`config.mk`:
```
export PLATFORM = sky130hd
export DESIGN_NAME = spm_superpage_map
export DESIGN_NICKNAME = d
export VERILOG_FILES = /design/src/rtl/spm_pkg.sv /design/src/rtl/spm_region_decode.sv /design/src/rtl/spm_prio_pick.sv /design/src/rtl/spm_resp_reg.sv /design/src/rtl/spm_superpage_map.sv
export SDC_FILE = /design/constraint.sdc
export NUM_CORES = 1
export LEC_CHECK = 0
export ABC_CLOCK_PERIOD_IN_PS = 1800
export BUFFER_PORTS_ARGS = -buffer_cell sky130_fd_sc_hd__buf_2
export CORE_MARGIN = 8
export CORE_UTILIZATION = 35
export DETAILED_ROUTE_END_ITERATION = 12
export PLACE_DENSITY = 0.79
export SYNTH_ARGS = -nofsm -noshare
export SYNTH_HDL_FRONTEND = slang
export SYNTH_SLANG_ARGS = --single-unit
```
`constraint.sdc`:
```
create_clock -name clk -period 1.8 [get_ports clk]
set_clock_uncertainty 0.05 [all_clocks]
set_input_delay 0.18 -clock clk [delete_from_list [all_inputs] [get_ports clk]]
set_output_delay 0.18 -clock clk [all_outputs]
set_load 0.03 [all_outputs]
```
`src/rtl/spm_pkg.sv`:
```
package spm_pkg;

  parameter int VA_W   = 48;
  parameter int PA_W   = 44;
  parameter int OFS_W  = 13;
  parameter int NREG   = 3;

  typedef enum logic [1:0] {
    FILL_VA   = 2'd0,
    FILL_SIGN = 2'd1,
    FILL_ZERO = 2'd2
  } spm_fill_e;

  function automatic int reg_tag_lo(input int idx);
    case (idx)
      2:       return 46;
      1:       return 41;
      default: return 30;
    endcase
  endfunction

  function automatic logic [VA_W-1:0] reg_tag_val(input int idx);
    case (idx)
      2:       return VA_W'(48'h2);
      1:       return VA_W'(48'h7E);
      default: return VA_W'(48'h3FFFE);
    endcase
  endfunction

  function automatic int reg_keep_hi(input int idx);
    case (idx)
      2:       return PA_W - 1;
      1:       return 40;
      default: return 29;
    endcase
  endfunction

  function automatic spm_fill_e reg_fill(input int idx);
    case (idx)
      2:       return FILL_VA;
      1:       return FILL_SIGN;
      default: return FILL_ZERO;
    endcase
  endfunction

endpackage

```
`src/rtl/spm_region_decode.sv`:
```
module spm_region_decode
  import spm_pkg::*;
#(
  parameter int               VA_BITS = 48,
  parameter int               PA_BITS = 44,
  parameter int               TAG_LO  = 46,
  parameter logic [VA_BITS-1:0] TAG_VAL = '0,
  parameter int               KEEP_HI = 43,
  parameter spm_fill_e        FILL    = FILL_VA
) (
  input  logic [VA_BITS-1:0] va,
  input  logic               en,
  output logic               tag_hit,
  output logic               win_hit,
  output logic [PA_BITS-1:0] pa
);

  localparam int TAG_W = VA_BITS - TAG_LO;

  function automatic logic [PA_BITS-1:0] build_pa(input logic [VA_BITS-1:0] v);
    logic [PA_BITS-1:0] r;
    for (int b = 0; b < PA_BITS; b++) begin
      if (b <= KEEP_HI)            r[b] = v[b];
      else if (FILL == FILL_SIGN)  r[b] = v[KEEP_HI];
      else if (FILL == FILL_ZERO)  r[b] = 1'b0;
      else                         r[b] = v[b];
    end
    return r;
  endfunction

  assign tag_hit = (va[VA_BITS-1:TAG_LO] == TAG_VAL[TAG_W-1:0]);
  assign win_hit = tag_hit & en;
  assign pa      = build_pa(va);

endmodule

```
`src/rtl/spm_prio_pick.sv`:
```
module spm_prio_pick #(
  parameter int N       = 3,
  parameter int PA_BITS = 44
) (
  input  logic [N-1:0]              hit,
  input  logic [N-1:0][PA_BITS-1:0] pa_in,
  output logic                      any,
  output logic [N-1:0]              grant,
  output logic [PA_BITS-1:0]        pa_out
);

  always_comb begin
    grant  = '0;
    pa_out = '0;
    for (int i = 0; i < N; i++) begin
      if (hit[i]) begin
        grant  = '0;
        grant[i] = 1'b1;
        pa_out = pa_in[i];
      end
    end
  end

  assign any = |hit;

endmodule

```
`src/rtl/spm_resp_reg.sv`:
```
module spm_resp_reg #(
  parameter int PA_BITS = 44
) (
  input  logic               clk,
  input  logic               rst_n,
  input  logic               load,
  input  logic               xlate_ok,
  input  logic               xlate_fault,
  input  logic [PA_BITS-1:0] pa_sel,
  output logic               hit_q,
  output logic               viol_q,
  output logic [PA_BITS-1:0] pa_q
);

  always_ff @(posedge clk) begin
    if (!rst_n) begin
      hit_q  <= 1'b0;
      viol_q <= 1'b0;
      pa_q   <= '0;
    end else if (load) begin
      hit_q  <= xlate_ok;
      viol_q <= xlate_fault;
      pa_q   <= xlate_ok ? pa_sel : '0;
    end
  end

endmodule

```
`src/rtl/spm_superpage_map.sv`:
```
module spm_superpage_map
  import spm_pkg::*;
#(
  parameter int VA_BITS = spm_pkg::VA_W,
  parameter int PA_BITS = spm_pkg::PA_W,
  parameter int N_WIN   = spm_pkg::NREG
) (
  input  logic               clk,
  input  logic               rst_n,
  input  logic               req_valid,
  input  logic [VA_BITS-1:0] req_va,
  input  logic [N_WIN-1:0]   sp_enable,
  input  logic               kernel_mode,
  output logic               rsp_hit,
  output logic               rsp_violation,
  output logic [PA_BITS-1:0] rsp_pa
);

  logic [N_WIN-1:0]              region_tag_hit;
  logic [N_WIN-1:0]              region_hit;
  logic [N_WIN-1:0][PA_BITS-1:0] region_pa;
  logic [N_WIN-1:0]              grant;
  logic                          any_hit;
  logic [PA_BITS-1:0]            sel_pa;
  logic                          xlate_ok;
  logic                          xlate_fault;

  for (genvar g = 0; g < N_WIN; g++) begin : g_win
    spm_region_decode #(
      .VA_BITS (VA_BITS),
      .PA_BITS (PA_BITS),
      .TAG_LO  (reg_tag_lo(g)),
      .TAG_VAL (VA_BITS'(reg_tag_val(g))),
      .KEEP_HI (reg_keep_hi(g)),
      .FILL    (reg_fill(g))
    ) u_dec (
      .va      (req_va),
      .en      (sp_enable[g]),
      .tag_hit (region_tag_hit[g]),
      .win_hit (region_hit[g]),
      .pa      (region_pa[g])
    );
  end

  spm_prio_pick #(
    .N       (N_WIN),
    .PA_BITS (PA_BITS)
  ) u_pick (
    .hit    (region_hit),
    .pa_in  (region_pa),
    .any    (any_hit),
    .grant  (grant),
    .pa_out (sel_pa)
  );

  assign xlate_ok    = any_hit & kernel_mode;
  assign xlate_fault = any_hit & ~kernel_mode;

  spm_resp_reg #(
    .PA_BITS (PA_BITS)
  ) u_resp (
    .clk         (clk),
    .rst_n       (rst_n),
    .load        (req_valid),
    .xlate_ok    (xlate_ok),
    .xlate_fault (xlate_fault),
    .pa_sel      (sel_pa),
    .hit_q       (rsp_hit),
    .viol_q      (rsp_violation),
    .pa_q        (rsp_pa)
  );

endmodule

```
==> key figures <==
Timing
  – Finish-stage setup viols: 0
  – Total negative slack: 0 ps
  – Worst-Margin Slew: 263.5 ps
  – F_max: roughly 700 MHz
  – Period utilization: between 70 and 80%
  – RSZ-0062 raised after global routing: no
  – Crit path time final: 1426 ps
  – Max-Slew Margin vs Limit: between 80% and 90%
  – Final Max Slew Viols: 0
  – Final Hold Viols: 0

Drt
  – Drt initial violations: 81
  – Routed length per instance: 16.04 um
  – DR pass1 iterations: 4
  – Residual antenna-violating net count after detailed routing: 0
  – Via count: approximately 1,400
  – DRC violation count after routing: 0
  – Avg Vias per Cell: 5.085
  – WL final: around 4.5 mm

Clock network
  – CTS H-tree depth: 2
  – Post-CTS Resized: 0
  – Clock tree from TritonCTS: built
  – Num CTS Buffers: 5
  – Clock buffer depth: 2
  – CTS Hold Buffers Added: 0
  – Worst-Skew Late Latency: 290 ps
  – Num Clock Sinks: 46
  – CTS Root Cell: clkbuf_8
  – Clk pin slew, worst setup/hold paths: 80 ps
  – Setup bufs post-CTS: 0

Critical path
  – Setup crit end kind: flop
  – CP cell instances: buf_2, nand4b_1, or4_4, a211oi_4, buf_4, a22o_2
  – CP required: about 2000 ps
  – Worst Setup Path Type: input pin to flop
  – CP arrival: roughly 1600 ps
  – Crit path max fanout: 16
  – CP peak stage delay: 510 ps
  – CP max-delay cell: or4_4
  – CP Launch Type: input pin

Synthesis
  – Top post-synthesis cells by area: dfxtp_1, a22o_2, a22o_1
  – Post-synth cell types: 26
  – YS warnings: 0
  – EDFF count, synth: 0
  – #FFs+latches synth: 46
  – Synth top area share: 58.09%
  – Ys flop type: dfxtp_1
  – Count leader, synth: dfxtp_1
  – Most frequent cells after synthesis: dfxtp_1, a22o_2, a22o_1
  – Register area share after synthesis: between 50% and 60%
  – Gate Count Post-Synth: between 100 and 150
  – Largest area contributor in the netlist: dfxtp_1
  – Net count after synthesis: between 150 and 200
  – Mean Syn Cell Area: 12.48 um^2
  – Async SR Flop Fraction: 0%
  – Post-Syn Area: 0.001585 mm^2

Final layout
  – Layout cells sized above 1: 62.77%
  – Fill count: 393
  – Area Overhead vs Synth: 41.52%
  – # diodes: 0
  – Nets: around 290

Global routing
  – Vias in the first global route: 1,533
  – Initial antenna violation count: 0
  – First-pass GRT wire length: 7.562 mm
  – Global route overflow: 0
  – Largest net degree at the start of global routing: 27
  – Total GRT Usage: 12.89%

Die
  – I/O Pins: 101
  – FP Rows: 24
  – Chip Width: 83.30 um
  – Total core area: 0.004354 mm^2
  – Initial Util: a little over a third
  – Die area: roughly 0.0069 mm^2
  – Height of the die: about 83 um

Power
  – Max VDD drop: roughly 0.36 mV
  – Pwr Density: between 800 and 900 mW/mm^2
  – P_leak: 1.127 nW
  – Design Power: between 1.5 and 2 mW

Placed design
  – HPWL Detailed: 3.553 mm
  – Final GP Congestion: a little over 0.7
  – I/O Buffers: 100

Flow run
  – Max-capacitance violation count: 0

Outcome
  – Status: finished clean

Hold path
  – Worst hold path type: input pin to flop
per-layer routing:
metal | vias up | global-route usage (%) | part of all wire [%]
li1 | 695 | - | -
met1 | 668 | 15.65 | 45
met2 | 69 | 19.38 | 44
met3 | 7 | 5.566 | 9.0
met4 | 0 | 5.272 | 1.8
met5 | - | 0 | 0
sequential cells by signal (all words and copies together), names as in the netlist:
name           flops
u_resp.hit_q       1
u_resp.pa_q       44
u_resp.viol_q      1
worst paths after layout:
check | from | endpoint | slack (ps) | cells after the start
setup / recovery | req_va[30] | u_resp.pa_q[0] | 370 | 6
hold / removal | req_va[3] | u_resp.pa_q[3] | 50 | 2
setup reg to reg | u_resp.pa_q[41] | u_resp.pa_q[41] | 1060 | 2
hold reg to reg | u_resp.hit_q | u_resp.hit_q | 420 | 1
area by class of cell:
class / count / area (um^2) / area share, %
Inverter: 1 / 3.754 / 0.1673
Clock buffer: 5 / 68.82 / 3.067
Multi-Input combinational cell: 71 / 606.8 / 27.05
Timing Repair Buffer: 105 / 538.0 / 23.98
Clock inverter: 3 / 40.04 / 1.785
Tap cell: 52 / 65.06 / 2.900
Sequential cell: 46 / 920.9 / 41.05
placed cells by master, fill, tap and decap left out, types with 2 or more instances in the layout:
| cell | instances |
|---|---|
| nand4_1 | 3 |
| buf_4 | 5 |
| a22o_1 | 13 |
| a22oi_1 | 3 |
| a22o_2 | 28 |
| buf_2 | 100 |
| clkbuf_8 | 5 |
| a21boi_0 | 3 |
| nand3_1 | 2 |
| dfxtp_1 | 46 |
| clkinv_2 | 2 |
| a21oi_1 | 2 |
| nand2_1 | 3 |
power breakdown:
part / internal [mW] / switching [mW] / leakage (nW) / total (mW)
combinational: 0.0629 / 0.0689 / 0.698 / 0.132
clock: 0.409 / 0.340 / 0.0579 / 0.749
sequential: 1.02 / 0.00295 / 0.371 / 1.03
critical path, delay by kind of cell:
kind                   cells  cell delay, ps
buffers and inverters      2             350
AOI/OAI and AO/OA          2             400
and+or+nand+nor            2             680
cell families after synthesis:
group | count (synthesis) | share of synthesized area, %
simple gates | 18 | 6.947
flops | 46 | 58.09
buf+inv | 10 | 3.788
compound gates | 53 | 31.18
stage by stage:
| stage | hold WS (ps) | area, um^2 | utilization [%] | setup slack (ps) | instances |
|---|---|---|---|---|---|
| after CTS | 37.45 | 2243 | 51.52 | 359.4 | 283 |
| after global placement | 348.1 | 2135 | 49.02 | 99.30 | 275 |
| final | 49.45 | 2243 | 51.52 | 373.8 | 283 |
| after detailed placement | 353.9 | 2135 | 49.02 | 45.48 | 275 |
| after floorplan | 255.6 | 1585 | - | 262.3 | 127 |
| after global routing | 35.89 | 2243 | 51.52 | 323.4 | 283 |
(Power assumes the default switching activity.)
